[config.mk]
export PLATFORM = sky130hd
export DESIGN_NAME = nib_core
export DESIGN_NICKNAME = d
export VERILOG_FILES = /design/src/rtl/nib_pkg.sv /design/src/rtl/nib_decode.sv /design/src/rtl/nib_regfile.sv /design/src/rtl/nib_nextpc.sv /design/src/rtl/nib_core.sv
export SDC_FILE = /design/constraint.sdc
export NUM_CORES = 1
export LEC_CHECK = 0
export ABC_AREA = 1
export CORE_MARGIN = 4
export CORE_UTILIZATION = 30
export CTS_BUF_LIST = sky130_fd_sc_hd__clkbuf_4 sky130_fd_sc_hd__clkbuf_8 sky130_fd_sc_hd__clkbuf_16
export CTS_CLUSTER_DIAMETER = 200
export CTS_CLUSTER_SIZE = 30
export DETAILED_ROUTE_END_ITERATION = 10
export PLACE_DENSITY_LB_ADDON = 0.15
export SKIP_LAST_GASP = 1
export SLEW_MARGIN = 10
export SYNTH_ARGS = -nofsm -noshare
export SYNTH_HDL_FRONTEND = slang
export SYNTH_HIERARCHICAL = 1
export SYNTH_SLANG_ARGS = --single-unit
[constraint.sdc]
create_clock -name clk -period 6.3 [get_ports clk]
set_input_delay 0.945 -clock clk [delete_from_list [all_inputs] [get_ports clk]]
set_output_delay 0.945 -clock clk [all_outputs]
set_load 0.01 [all_outputs]
[src/rtl/nib_pkg.sv]
package nib_pkg;
  localparam int OPC_W = 4;
  localparam int IDX_W = 4;
  localparam int INSTR_W = OPC_W + IDX_W;

  localparam logic [OPC_W-1:0] OPC_INV = 4'hA;
  localparam logic [OPC_W-1:0] OPC_BRP = 4'hB;
  localparam logic [OPC_W-1:0] OPC_BRN = 4'hC;
  localparam logic [OPC_W-1:0] OPC_INP = 4'hD;

  typedef struct packed {
    logic             inv;
    logic             brp;
    logic             brn;
    logic             inp;
    logic [IDX_W-1:0] idx;
  } dec_t;
endpackage

[src/rtl/nib_decode.sv]
module nib_decode
  import nib_pkg::*;
(
  input  logic               valid,
  input  logic [INSTR_W-1:0] instr,
  output dec_t               dec
);
  logic [OPC_W-1:0] opc;

  always_comb begin
    opc     = instr[INSTR_W-1 -: OPC_W];
    dec.idx = instr[IDX_W-1:0];
    dec.inv = valid && (opc == OPC_INV);
    dec.brp = valid && (opc == OPC_BRP);
    dec.brn = valid && (opc == OPC_BRN);
    dec.inp = valid && (opc == OPC_INP);
  end
endmodule

[src/rtl/nib_regfile.sv]
module nib_regfile #(
  parameter int DW    = 16,
  parameter int NREG  = 16,
  parameter int A_IDX = 0,
  parameter int I_IDX = 1,
  localparam int IW   = $clog2(NREG)
) (
  input  logic          clk,
  input  logic          rst,
  input  logic          wr_en,
  input  logic [IW-1:0] wr_idx,
  input  logic [DW-1:0] wr_data,
  input  logic [IW-1:0] rd_idx,
  output logic [DW-1:0] rd_data,
  output logic [DW-1:0] a_q,
  output logic [DW-1:0] i_q
);
  logic [DW-1:0] regs [NREG];

  for (genvar g = 0; g < NREG; g++) begin : g_reg
    always_ff @(posedge clk) begin
      if (rst)
        regs[g] <= '0;
      else if (wr_en && (wr_idx == IW'(g)))
        regs[g] <= wr_data;
    end
  end

  assign rd_data = regs[rd_idx];
  assign a_q     = regs[A_IDX];
  assign i_q     = regs[I_IDX];
endmodule

[src/rtl/nib_nextpc.sv]
module nib_nextpc #(
  parameter int PW = 16,
  parameter int DW = 16
) (
  input  logic          valid,
  input  logic          brp,
  input  logic          brn,
  input  logic [DW-1:0] cond,
  input  logic [DW-1:0] offset,
  input  logic [PW-1:0] pc,
  output logic [PW-1:0] pc_next
);
  logic take;

  always_comb begin
    take = (brp && !cond[DW-1]) || (brn && (cond != '0));
    if (!valid)
      pc_next = pc;
    else if (take)
      pc_next = pc + PW'(offset);
    else
      pc_next = pc + PW'(1);
  end
endmodule

[src/rtl/nib_core.sv]
module nib_core
  import nib_pkg::*;
#(
  parameter int DATA_W = 16,
  parameter int PC_W   = 16,
  parameter int A_IDX  = 0,
  parameter int I_IDX  = 1,
  localparam int NREG  = 1 << IDX_W,
  localparam int PB_W  = NREG * DATA_W
) (
  input  logic               clk,
  input  logic               rst,
  input  logic               imem_valid,
  input  logic [INSTR_W-1:0] imem_data,
  input  logic [PB_W-1:0]    port_bank,
  output logic [PC_W-1:0]    imem_addr,
  output logic [DATA_W-1:0]  a_reg,
  output logic [DATA_W-1:0]  i_reg
);
  dec_t              dec;
  logic [PC_W-1:0]   pc_q, pc_d;
  logic [DATA_W-1:0] rd_val, port_val, wr_val;
  logic [IDX_W-1:0]  wr_idx;
  logic              wr_en;

  nib_decode u_dec (
    .valid (imem_valid),
    .instr (imem_data),
    .dec   (dec)
  );

  assign port_val = port_bank[DATA_W*dec.idx +: DATA_W];

  always_comb begin
    wr_en  = dec.inv || dec.inp;
    wr_idx = dec.inp ? IDX_W'(A_IDX) : dec.idx;
    wr_val = dec.inp ? port_val : ~rd_val;
  end

  nib_regfile #(.DW(DATA_W), .NREG(NREG), .A_IDX(A_IDX), .I_IDX(I_IDX)) u_rf (
    .clk     (clk),
    .rst     (rst),
    .wr_en   (wr_en),
    .wr_idx  (wr_idx),
    .wr_data (wr_val),
    .rd_idx  (dec.idx),
    .rd_data (rd_val),
    .a_q     (a_reg),
    .i_q     (i_reg)
  );

  nib_nextpc #(.PW(PC_W), .DW(DATA_W)) u_npc (
    .valid   (imem_valid),
    .brp     (dec.brp),
    .brn     (dec.brn),
    .cond    (i_reg),
    .offset  (rd_val),
    .pc      (pc_q),
    .pc_next (pc_d)
  );

  always_ff @(posedge clk) begin
    if (rst) pc_q <= '0;
    else     pc_q <= pc_d;
  end

  assign imem_addr = pc_q;
endmodule

Yosys cells after proc, flatten, opt, wreduce, memory -nomap -nowiden
Memories as Yosys holds them, arrays and structs flattened.
Index checks and enable logic that the tools add are counted.
{ "word_totals": {"reg_bits": 16, "in_bits": 267, "ramBits": 256, "output_inout_bits": 48, "elab_cells": 137, "mem_count": 1} }
{ "memory_table": {"columns": ["memory", "depth", "width", "read_ports", "rd_ports_with_merged_regs", "write_ports", "line", "text"], "rows": [
  ["u_rf.regs", 16, 16, 3, 0, 16, "nib_regfile.sv:18", "logic [DW-1:0] regs [NREG];"]
]} }
{ "op_classes": {"add_sub_neg": 2, "n_mux": 69, "n_reduce_logical": 27, "bitwise": 17, "eq_ne": 19, "shifts": 1} }
{ "ops": {"columns": ["op", "n"], "rows": [
  ["16-bit two-way mux", 18],
  ["256-bit by 9-bit variable part select with 16-bit output", 1],
  ["1-bit two-way mux", 50],
  ["4-bit equality test (second input constant)", 12],
  ["1-bit logical AND", 22],
  ["16-bit by 1-bit adder with 16-bit output (second input constant)", 1],
  ["16-bit adder", 1],
  ["4-bit by 3-bit equality test with 1-bit output (second input constant)", 4],
  ["16-bit inverter", 1],
  ["1-bit OR", 16],
  ["16-bit nonzero test", 1],
  ["4-bit by 2-bit equality test with 1-bit output (second input constant)", 2],
  ["4-bit by 1-bit equality test with 1-bit output (second input constant)", 1],
  ["4-bit zero test", 1],
  ["4-bit two-way mux", 1],
  ["1-bit logical OR", 2],
  ["1-bit zero test", 1]
]} }

Depth between registers and ports, before layout
{ "logic_depth": {"word_depth": 9, "ltp_mapped": 26, "mapped_depth_nobuf": 23} }

Modules after synthesis
The synthesis kept the hierarchy.
{ "modules_own_cells": {"columns": ["mod", "cells_per_inst", "instances", "area_per_inst_um2", "seq_area_each_um2"], "rows": [
  ["nib_regfile", 1399, 1, 12344.3, 7687.4],
  ["nib_core", 691, 1, 3231.8, 320.3],
  ["nib_nextpc", 226, 1, 1157.4, 0.0],
  ["nib_decode", 17, 1, 83.8, 0.0]
]} }

Worst setup path after synthesis
OpenSTA, ideal clock, no wires.
{ "synth_path": {"kind": "input-to-reg", "start": "in imem_data[5]", "end": "mem u_rf.regs[12][0], enable pin", "t_required_ns": 5.889, "arrival_ns": 3.322, "stages": 9, "path_buffers": 2, "setup_time_ns": 0.411, "setup_slack_ns": 2.567, "cell_sequence": "inv_1 > nand2_1 > nor2_1 > clkbuf_1 > clkbuf_1 > nor2_1 > nor2_1 > nand2_1 > o21ai_0"} }
{ "synth_lines": {"columns": ["element", "line", "text"], "rows": [
  ["start: declaration", "nib_core.sv:14", "input logic [INSTR_W-1:0] imem_data,"],
  ["end: declaration", "nib_regfile.sv:18", null]
]} }

Worst setup path after layout
{ "layout_path": {"start": "in imem_data[0]", "end": "reg pc_q[11], in the netlist imem_addr[11]"} }
{ "layout_via": {"elab_chain_cells": 3} }
{ "layout_lines": {"columns": ["element", "line", "text"], "rows": [
  ["memory read 16 x 16 bit", null, null],
  ["named net rd_val[4]", "nib_core.sv:22", "logic [DATA_W-1:0] rd_val, port_val, wr_val;"],
  ["16-bit adder", "nib_nextpc.sv:20", "pc_next = pc + PW'(offset);"],
  ["16-bit two-way mux", "nib_nextpc.sv:19", "else if (take)"],
  ["end signal: assignment", "nib_core.sv:64", "else pc_q <= pc_d;"],
  ["end: declaration", "nib_core.sv:21", "logic [PC_W-1:0] pc_q, pc_d;"]
]} }
The timed path passes the listed nets, and every way through them passes these cells.
A chain may end at the register's enable or synchronous reset.

==> results.cfg <==
[sta]
whs_ps = 556.0
setup_violations = 0
min_period_ps = 4192
skew_ps = 47.06
slew_headroom_pct = 22.54
post-route-period-util_pct = 66.54
worst_pin_slew_ps = 1161
rsz0062_at_grt = false
fin_setup_tns_ps = 0
maxSlewViolCount = 0
max_freq_mhz = 238.6
hold_viol = 0

[pwr]
switching_share_pct = 29.59
p_leak_nw = 9.324
p_sw_mw = 1.164
pwr-share-seq_pct = 52.2
clkPwrFrac_pct = 26.6
power_mw = 3.933
comb_power_share_pct = 21.2
cellPowerDensity_nw_per_um2 = 189.4
peakVddDrop_uv = 172.0
p_int_mw = 2.769

[critical_path]
critical_path_class = input pin to register
critPathMaxFanout = 87
cp-start-kind = input pin
cp-end-kind = register
cp.required_ps = 6740
worstPathArrival_ps = 4630

[cells_and_area]
final_common_cell = nand2_1
regArea_um2 = 8008
fin_area_um2 = 20770
final_cell_mix = nand2_1 (799), nand3_1 (415), nor2_1 (319), clkdlybuf4s50_1 (311), inv_1 (269)
layout-drive-gt1-share_pct = 3.387
num-nets-final = 2815
multi_input_area_um2 = 7037
synthToLayoutAreaGrowth_pct = 23.49
fill_cells = 5858
fin_cells = 3299

[route]
avgViaCountPerCell = 4.878
avgRoutedWirePerCell_um = 20.81
vias = 16091
drcViolationCount = 0
routed_wl_um = 68650
ant_nets = 0
first_pass_iters = 5
initialDrtViolationCount = 1673

[placed_design]
dpl_cell_area_um2 = 20320
gp_congestion = 0.9125
dp.cells = 3265
dp_hpwl_um = 48440
port_buffers = 314

[clock_tree]
cts_root_buf = clkbuf_16
post_cts_resized = 0
cts_tree = yes
post-cts-setup-buffers = 0
numCtsBuffers = 13
clockBufferDepth = 3
htreeDepth = 1
cts_hold_buf = 0
cts_sinks = 272
path_clk_slew_ps = 120
clock_latency_ps = 530

[yosys]
synthDistinctLibCells = 32
seq_area_frac_synth_pct = 47.62
synth_area_leaders = edfxtp_1 (46%), nand2_1 (18%), nand3_1 (12%)
ys.warnings.count = 6
syn_inst = 2333
synth_nets = 2616
synth_area_leader_cell = edfxtp_1
synthDominantCellAreaShare_pct = 45.71
postSynthAreaPerCell_um2 = 7.208
synth_area_um2 = 16820
ys_seq_elements = 272

[run_status]
status = finished clean

[worst_hold_path]
hp-class = register to register

[floorplan]
row_count = 86
die_area_um2 = 59910
core_um2 = 55310
start_util_pct = 30.41
die_w_um = 244.8
io_pins = 315
die_h_um = 244.8

[global_routing]
groute.usage.overall_pct = 21.99
grt_pass1_vias = 15427
grt_max_degree = 99
grt_pass1_wl_um = 100900
antenna_found_initial = 12
grt-ovfl-total = 0

[run]
maxCapViolations = 0
## flip-flops by register name, indices dropped and copies added (netlist names)
register	cells
imem_addr	16
u_rf/regs	256
## kinds of logic (layout without fill, tap and decap cells)
group | after synthesis | after routing | synth area share (%)
other | 0 | 12 | 0
adder cells (fa/ha/maj) | 16 | 16 | 1.235
AND/OR/NAND/NOR | 1574 | 1574 | 38.94
flip-flops | 272 | 272 | 47.62
buffers and inverters | 427 | 633 | 10.58
AO/OA/AOI/OAI | 37 | 37 | 1.265
XOR/XNOR | 7 | 7 | 0.3646
## Yosys cell counts
cell / count
fa_1: 1
nor3_1: 2
a31oi_1: 1
nand2_1: 799
nand4_1: 8
buf_1: 17
nor2_1: 320
nand2_2: 5
buf_6: 4
buf_4: 21
o21ai_0: 16
clkinv_1: 1
nor3_2: 1
or2_2: 18
a21o_1: 2
clkbuf_1: 57
or2_1: 3
xor2_1: 1
nor3_4: 2
inv_1: 271
ha_1: 15
o21bai_1: 1
xnor2_1: 6
a21oi_2: 5
inv_2: 2
a21oi_1: 11
nor2_2: 1
dfxtp_1: 16
nand3_1: 415
o21ai_1: 1
buf_2: 54
edfxtp_1: 256
## critical path: stages
cell	delay (ps)
buf_6	160
clkinv_2	210
buf_4	780
nand2_1	100
nand3_1	130
nand3_1	210
nand3_1	260
nand2_1	150
inv_1	100
nor2_1	60
ha_1	370
a21oi_2	210
nor2_1	80
nor2_2	90
nand2_2	110
a21oi_2	180
or2_1	120
nand3_1	60
nand2_1	80
inv_1	40
nor2_1	70
## routing by layer
metal / up-vias / share of wire (%) / GRT usage [%]
met2: 574 / 47 / 36.34
li1: 7755 / - / -
met4: 0 / 3.0 / 7.015
met5: - / 0 / 0
met1: 7685 / 43 / 29.77
met3: 77 / 6.9 / 3.299
## power groups by stage
stage / clock [mW] / combinational [mW] / sequential, mW
floorplan: 0 / 0.413 / 2.09
CTS: 1.08 / 0.835 / 2.05
finish: 1.04 / 0.834 / 2.05
global route: 1.13 / 0.904 / 2.06
global placement: 0 / 0.829 / 2.09
detailed placement: 0 / 0.831 / 2.10
## through the flow
step	worst slack (ps)	util, %
3_5_place_dp	1656	36.74
5_1_grt	1940	37.55
3_3_place_gp	1640	36.74
6_report	2108	37.55
4_1_cts	2203	37.49
2_1_floorplan	2567	-
## final cells by class
type | instances | area share [%]
flip-flops and latches | 272 | 38.56
multi-input cells | 1634 | 33.88
repair buffers | 337 | 15.94
inverters | 274 | 4.964
well taps | 748 | 4.507
clock buffers | 20 | 1.819
clock inverters | 2 | 0.1868
diodes | 12 | 0.1446
## final timing paths
kind,slack [ps],from,endpoint,cells after the start
max,2110,imem_data[0],imem_addr[11],21
min,560,imem_addr[2],imem_addr[2],4
max reg2reg,3100,u_rf/regs[1][15],imem_addr[12],20
min reg2reg,560,imem_addr[2],imem_addr[2],4
No activity file was read; power rests on OpenSTA's default activity.
